File: src/rtl/coh_route_pkg.sv
package coh_route_pkg;

  // Message kind: bit 1 = speculative (pattern path), bit 0 = write
  typedef enum logic [1:0] {
    MSG_LINE_RD = 2'd0,
    MSG_LINE_WR = 2'd1,
    MSG_PAGE_RD = 2'd2,
    MSG_PAGE_WR = 2'd3
  } cohMsg_e;

  // Strobes from control to datapath
  typedef struct packed {
    logic load;  // capture a new routing decision
    logic hold;  // pending message stalled by the network
  } cohStrobe_t;

endpackage

File: src/rtl/cohHomeIndex.sv
// Home-node index at a given granularity: a power-of-two modulo is a bit slice.
module cohHomeIndex #(
  parameter int ADDR_W = 32,
  parameter int SHIFT  = 6,
  parameter int NODE_W = 4
) (
  input  logic [ADDR_W-1:0] addr,
  output logic [NODE_W-1:0] node
);
  assign node = addr[SHIFT +: NODE_W];
endmodule

File: src/rtl/cohRouteCtrl.sv
module cohRouteCtrl
  import coh_route_pkg::*;
(
  input  logic       clk,
  input  logic       rstN,
  input  logic       missValid,
  input  logic       msgReady,
  output logic       missReady,
  output logic       msgValid,
  output cohStrobe_t strb
);
  logic validQ;

  assign missReady = !validQ || msgReady;
  assign strb.load = missValid && missReady;
  assign strb.hold = validQ && !msgReady;
  assign msgValid  = validQ;

  always_ff @(posedge clk) begin
    if (!rstN)          validQ <= 1'b0;
    else if (strb.load) validQ <= 1'b1;
    else if (msgReady)  validQ <= 1'b0;
  end

  // an empty output register always accepts
  a_r1_idle_accepts: assert property (@(posedge clk) disable iff (!rstN)
    !msgValid |-> missReady);
  // an accepted miss is visible right after the edge
  a_r6_one_cycle: assert property (@(posedge clk) disable iff (!rstN)
    (missValid && missReady) |=> msgValid);
  // a stalled message stays valid
  a_r7_keep_valid: assert property (@(posedge clk) disable iff (!rstN)
    (msgValid && !msgReady) |=> msgValid);
endmodule

File: src/rtl/cohRouteDp.sv
module cohRouteDp
  import coh_route_pkg::*;
#(
  parameter int ADDR_W     = 32,
  parameter int NODE_COUNT = 16,
  parameter int LINE_BYTES = 64,
  parameter int PAGE_BYTES = 2048,
  localparam int NODE_W    = $clog2(NODE_COUNT)
) (
  input  logic              clk,
  input  logic              rstN,
  input  cohStrobe_t        strb,
  input  logic [ADDR_W-1:0] missAddr,
  input  logic              missIsWrite,
  input  logic              patHit,
  input  logic [ADDR_W-1:0] patBase,
  output logic [NODE_W-1:0] msgDest,
  output logic [1:0]        msgType,
  output logic [ADDR_W-1:0] msgAddr
);
  localparam int LINE_SHIFT = $clog2(LINE_BYTES);
  localparam int PAGE_SHIFT = $clog2(PAGE_BYTES);

  logic [NODE_W-1:0] lineHome, pageHome;
  logic [NODE_W-1:0] destQ;
  cohMsg_e           typeQ, typeNext;
  logic [ADDR_W-1:0] addrQ;

  // Both homes are always computed; the hit flag only picks one of them
  cohHomeIndex #(.ADDR_W(ADDR_W), .SHIFT(LINE_SHIFT), .NODE_W(NODE_W))
    uLineHome (.addr(missAddr), .node(lineHome));
  cohHomeIndex #(.ADDR_W(ADDR_W), .SHIFT(PAGE_SHIFT), .NODE_W(NODE_W))
    uPageHome (.addr(patBase), .node(pageHome));

  always_comb begin
    unique case ({patHit, missIsWrite})
      2'b00:   typeNext = MSG_LINE_RD;
      2'b01:   typeNext = MSG_LINE_WR;
      2'b10:   typeNext = MSG_PAGE_RD;
      default: typeNext = MSG_PAGE_WR;
    endcase
  end

  always_ff @(posedge clk) begin
    if (!rstN) begin
      destQ <= '0;
      typeQ <= MSG_LINE_RD;
      addrQ <= '0;
    end else if (strb.load) begin
      destQ <= patHit ? pageHome : lineHome;
      typeQ <= typeNext;
      addrQ <= patHit ? patBase : missAddr;
    end
  end

  assign msgDest = destQ;
  assign msgType = typeQ;
  assign msgAddr = addrQ;

  // fields frozen while the network stalls
  a_r7_fields_stable: assert property (@(posedge clk) disable iff (!rstN)
    strb.hold |=> ($stable(destQ) && $stable(typeQ) && $stable(addrQ)));
  // a pattern hit yields a speculative kind
  a_r4_spec_kind: assert property (@(posedge clk) disable iff (!rstN)
    (strb.load && patHit) |=> typeQ[1]);
  // a pattern miss carries the miss address
  a_r5_line_addr: assert property (@(posedge clk) disable iff (!rstN)
    (strb.load && !patHit) |=> (addrQ == $past(missAddr)));
endmodule

File: src/rtl/cohRouter.sv
module cohRouter
  import coh_route_pkg::*;
#(
  parameter int ADDR_W     = 32,
  parameter int NODE_COUNT = 16,
  parameter int LINE_BYTES = 64,
  parameter int PAGE_BYTES = 2048,
  localparam int NODE_W    = $clog2(NODE_COUNT)
) (
  input  logic              clk,
  input  logic              rstN,
  input  logic              missValid,
  output logic              missReady,
  input  logic [ADDR_W-1:0] missAddr,
  input  logic              missIsWrite,
  input  logic              patHit,
  input  logic [ADDR_W-1:0] patBase,
  output logic              msgValid,
  input  logic              msgReady,
  output logic [NODE_W-1:0] msgDest,
  output logic [1:0]        msgType,
  output logic [ADDR_W-1:0] msgAddr
);
  cohStrobe_t strb;

  cohRouteCtrl uCtrl (
    .clk(clk), .rstN(rstN), .missValid(missValid), .msgReady(msgReady),
    .missReady(missReady), .msgValid(msgValid), .strb(strb)
  );

  cohRouteDp #(
    .ADDR_W(ADDR_W), .NODE_COUNT(NODE_COUNT),
    .LINE_BYTES(LINE_BYTES), .PAGE_BYTES(PAGE_BYTES)
  ) uDp (
    .clk(clk), .rstN(rstN), .strb(strb), .missAddr(missAddr),
    .missIsWrite(missIsWrite), .patHit(patHit), .patBase(patBase),
    .msgDest(msgDest), .msgType(msgType), .msgAddr(msgAddr)
  );
endmodule

File: config.mk
export PLATFORM = sky130hd
export DESIGN_NAME = cohRouter
export DESIGN_NICKNAME = d
export VERILOG_FILES = /design/src/rtl/coh_route_pkg.sv /design/src/rtl/cohHomeIndex.sv /design/src/rtl/cohRouteCtrl.sv /design/src/rtl/cohRouteDp.sv /design/src/rtl/cohRouter.sv
export SDC_FILE = /design/constraint.sdc
export NUM_CORES = 1
export LEC_CHECK = 0
export CAP_MARGIN = 20
export CORE_UTILIZATION = 32
export DETAILED_ROUTE_END_ITERATION = 10
export HOLD_SLACK_MARGIN = 0.03
export PLACE_DENSITY = 0.85
export RECOVER_POWER = 25
export SLEW_MARGIN = 20
export SYNTH_ARGS = -nofsm -noshare
export SYNTH_HDL_FRONTEND = slang
export SYNTH_SLANG_ARGS = --single-unit
File: constraint.sdc
create_clock -name clk -period 1.1 [get_ports clk]
set_input_delay 0.11 -clock clk [delete_from_list [all_inputs] [get_ports clk]]
set_output_delay 0.11 -clock clk [all_outputs]
set_load 0.03 [all_outputs]
==> results by group <==
Worst setup path
  • Reg2reg start: uCtrl.msgValid
  • CP arrival: 1260 ps
  • CP endpoint kind: register
  • Worst setup startpoint: uCtrl.msgValid
  • Worst setup path endpoint: uDp.msgAddr[8]
  • Crit Reg-Reg Endpoint: uDp.msgAddr[8]
  • CP required: ~1300 ps
  • Crit path launch type: register
  • Reg2reg setup slack: a little over 60 ps
  • Kind of critical path: register to register
  • Worst-path fanout max: 26
  • R2r worst-path depth: 4

CTS
  • CTS sink count: 39
  • CTS tree: built
  • Cts hold-fix bufs: 0
  • Clock Path Buffers: 2
  • H-tree lvl count: 2
  • Post-CTS Setup Inserts: 0
  • Clock insertion delay at the later pin of the skew report: between 200 and 300 ps
  • Cts bufs inserted: 5
  • Worst-path clk slew: approximately 80 ps
  • Root Buffer: clkbuf_8

Drt
  • Drt first pass iters: 4
  • Post-DRT Antenna Nets: 0
  • Routed wire per std cell: approximately 14 µm
  • Routed wire length: between 4000 and 5000 µm
  • Vias per Instance: 4.69
  • 1st-iter DRT viols: 33
  • DRC Markers: 0
  • WL met3: 436 µm
  • Via count: roughly 1500
  • Met2 routed WL: 2200 µm
  • Wl on met1: around 1800 µm
  • Top layer in use: met4

GRT
  • Initial antenna violation count: 0
  • Total GRT Usage: between 10% and 20%
  • Largest net degree at the start of global routing: 27
  • Grt ovf: 0
  • Vias in the first global route: 1469
  • First-pass GRT wire length: 6890 µm

Synth
  • Yosys cell types: 19
  • Mapped cell area: around 0.0016 mm²
  • Yosys top cell area share: roughly half
  • Syn_area_per_cell: about 12 µm²
  • Cell taking the most area after synthesis: dfxtp_1
  • Post-Syn Nets: around 210
  • Synth Register Bits: 39
  • Ranking of synthesized cells by area: dfxtp_1, o2bb2ai_1, mux2i_1, buf_6, a21oi_1
  • Sequential fraction of the synthesis area: 48.1%
  • Yosys Warn Count: 0
  • Syn Inst Count: 138

Final layout
  • Final nets: 321
  • Area delta synth->final: 75.1%
  • Layout cell share with drive strength beyond 1: 24.6%
  • Antenna Cells: 0
  • Commonest non-fill, non-tap cell in the layout: clkdlybuf4s50_1
  • Commonest cells after routing, fill and taps aside: clkdlybuf4s50_1, dfxtp_1, o2bb2ai_1, mux2i_1, buf_4

Power
  • Total power: about 4 mW
  • Peak supply drop: just over 0.6 mV
  • Power per standard cell area: approximately 1400 mW/mm²
  • Lkg Pwr: around 1.2 nW

Floorplan
  • Site Rows: 25
  • Die Width: 73.2 µm
  • Vert. Die Dim: 73.2 µm
  • # IOs: 110
  • Initial Utilization: between 30% and 40%
  • DIE AREA: between 0.005 and 0.006 mm²
  • Core ar.: 0.00482 mm²

Timing
  • Final worst-path cycle share: around 94%
  • Setup violations, final: 0
  • Max transition margin: 86.1%
  • Skew final: 4.86 ps
  • FMAX: ~960 MHz
  • Max Slew Vio Count: 0
  • Total negative setup slack: 0 ps
  • Hold WS: roughly 300 ps
  • Post-route minimum period: ~1000 ps
  • Final Hold Vio Count: 0
  • RSZ-0062 raised after global routing: yes
  • Least-Margin Pin Slew: 208 ps

Placement
  • I/O Buffers: 109
  • Routability cong.: a little under 0.7
  • Detailed Place HPWL: 3340 µm

Min path
  • Type of the most critical hold path: input port to register

Status
  • Status: completed

Job
  • Max_cap viols: 0
==> kinds of logic after synthesis <==
kind of cell | after synthesis | synth area share, %
AND/OR/NAND/NOR | 11 | 4.62
AO/OA/AOI/OAI | 48 | 24.5
buffers and inverters | 12 | 5.55
multiplexers | 28 | 17.3
flip-flops | 39 | 48.1
==> routing by layer <==
layer	vias up	GRT usage, %
met3	5	8.15
met1	677	19.5
met5	-	0
met4	0	4.58
met2	64	29.0
li1	750	-
==> stage by stage <==
step | instances | instance area [µm²] | util, % | setup WS (ps)
floorplan | 138 | 1630 | - | -75.8
global placement | 312 | 2760 | 57.3 | -136
detailed placement | 312 | 2760 | 57.3 | -182
CTS | 319 | 2890 | 60.1 | 30.3
global route | 319 | 2840 | 59.0 | -4.84
finish | 319 | 2840 | 59.0 | 62.4
==> flip-flops by register name (all words and copies together) (netlist names) <==
register        flops
uCtrl.msgValid      1
uDp.msgType         2
uDp.msgAddr        32
uDp.msgDest         4
==> how the worst min path moves through the flow <==
stage / startpoint / cells after the start / end
floorplan: missValid / 2 / uCtrl.msgValid
global placement: uDp.msgAddr[13] / 1 / uDp.msgAddr[13]
detailed placement: uDp.msgAddr[6] / 1 / uDp.msgAddr[6]
CTS: patHit / 4 / uDp.msgType[1]
global route: patHit / 4 / uDp.msgType[1]
finish: patHit / 4 / uDp.msgType[1]
==> worst max-delay path: stages, from the launching register on <==
cell and delay, ps:
dfxtp_4 370, nand2b_4 90, a21boi_4 180, buf_12 190, o2bb2ai_1 130
==> power by group <==
part | switching, mW | leakage (nW) | internal (mW) | total [mW]
logic | 0.429 | 0.807 | 0.468 | 0.898
clock network | 0.515 | 0.0687 | 0.906 | 1.42
registers | 0.0563 | 0.322 | 1.51 | 1.57
total | 1.00 | 1.20 | 2.88 | 3.88
==> synth_stat cells <==
library cell	n
buf_4	3
mux2i_1	28
nand3_2	1
nand2_1	2
buf_2	3
a21boi_0	1
o2bb2ai_1	35
nand2b_4	1
nor2b_1	4
clkbuf_1	1
a21oi_1	8
and2_1	1
o21ai_0	2
buf_6	4
o2bb2ai_2	1
inv_1	1
a21boi_4	1
nand4_1	2
dfxtp_1	39
==> layout make-up <==
cell class	count	area [µm²]
clock inverters	3	66.3
inverters	1	3.75
well taps	67	83.8
multi-input cells	87	753
fillers	434	1970
clock buffers	5	68.8
flip-flops and latches	39	785
repair buffers	117	1080
==> timing repair <==
| action | 4_1_cts | 5_1_grt |
|---|---|---|
| hold endpoints to repair | 0 | 0 |
| endpoints found under the setup margin | 3 | 3 |
| resized for setup | 7 | 2 |
No activity file was read; power rests on OpenSTA's default activity.
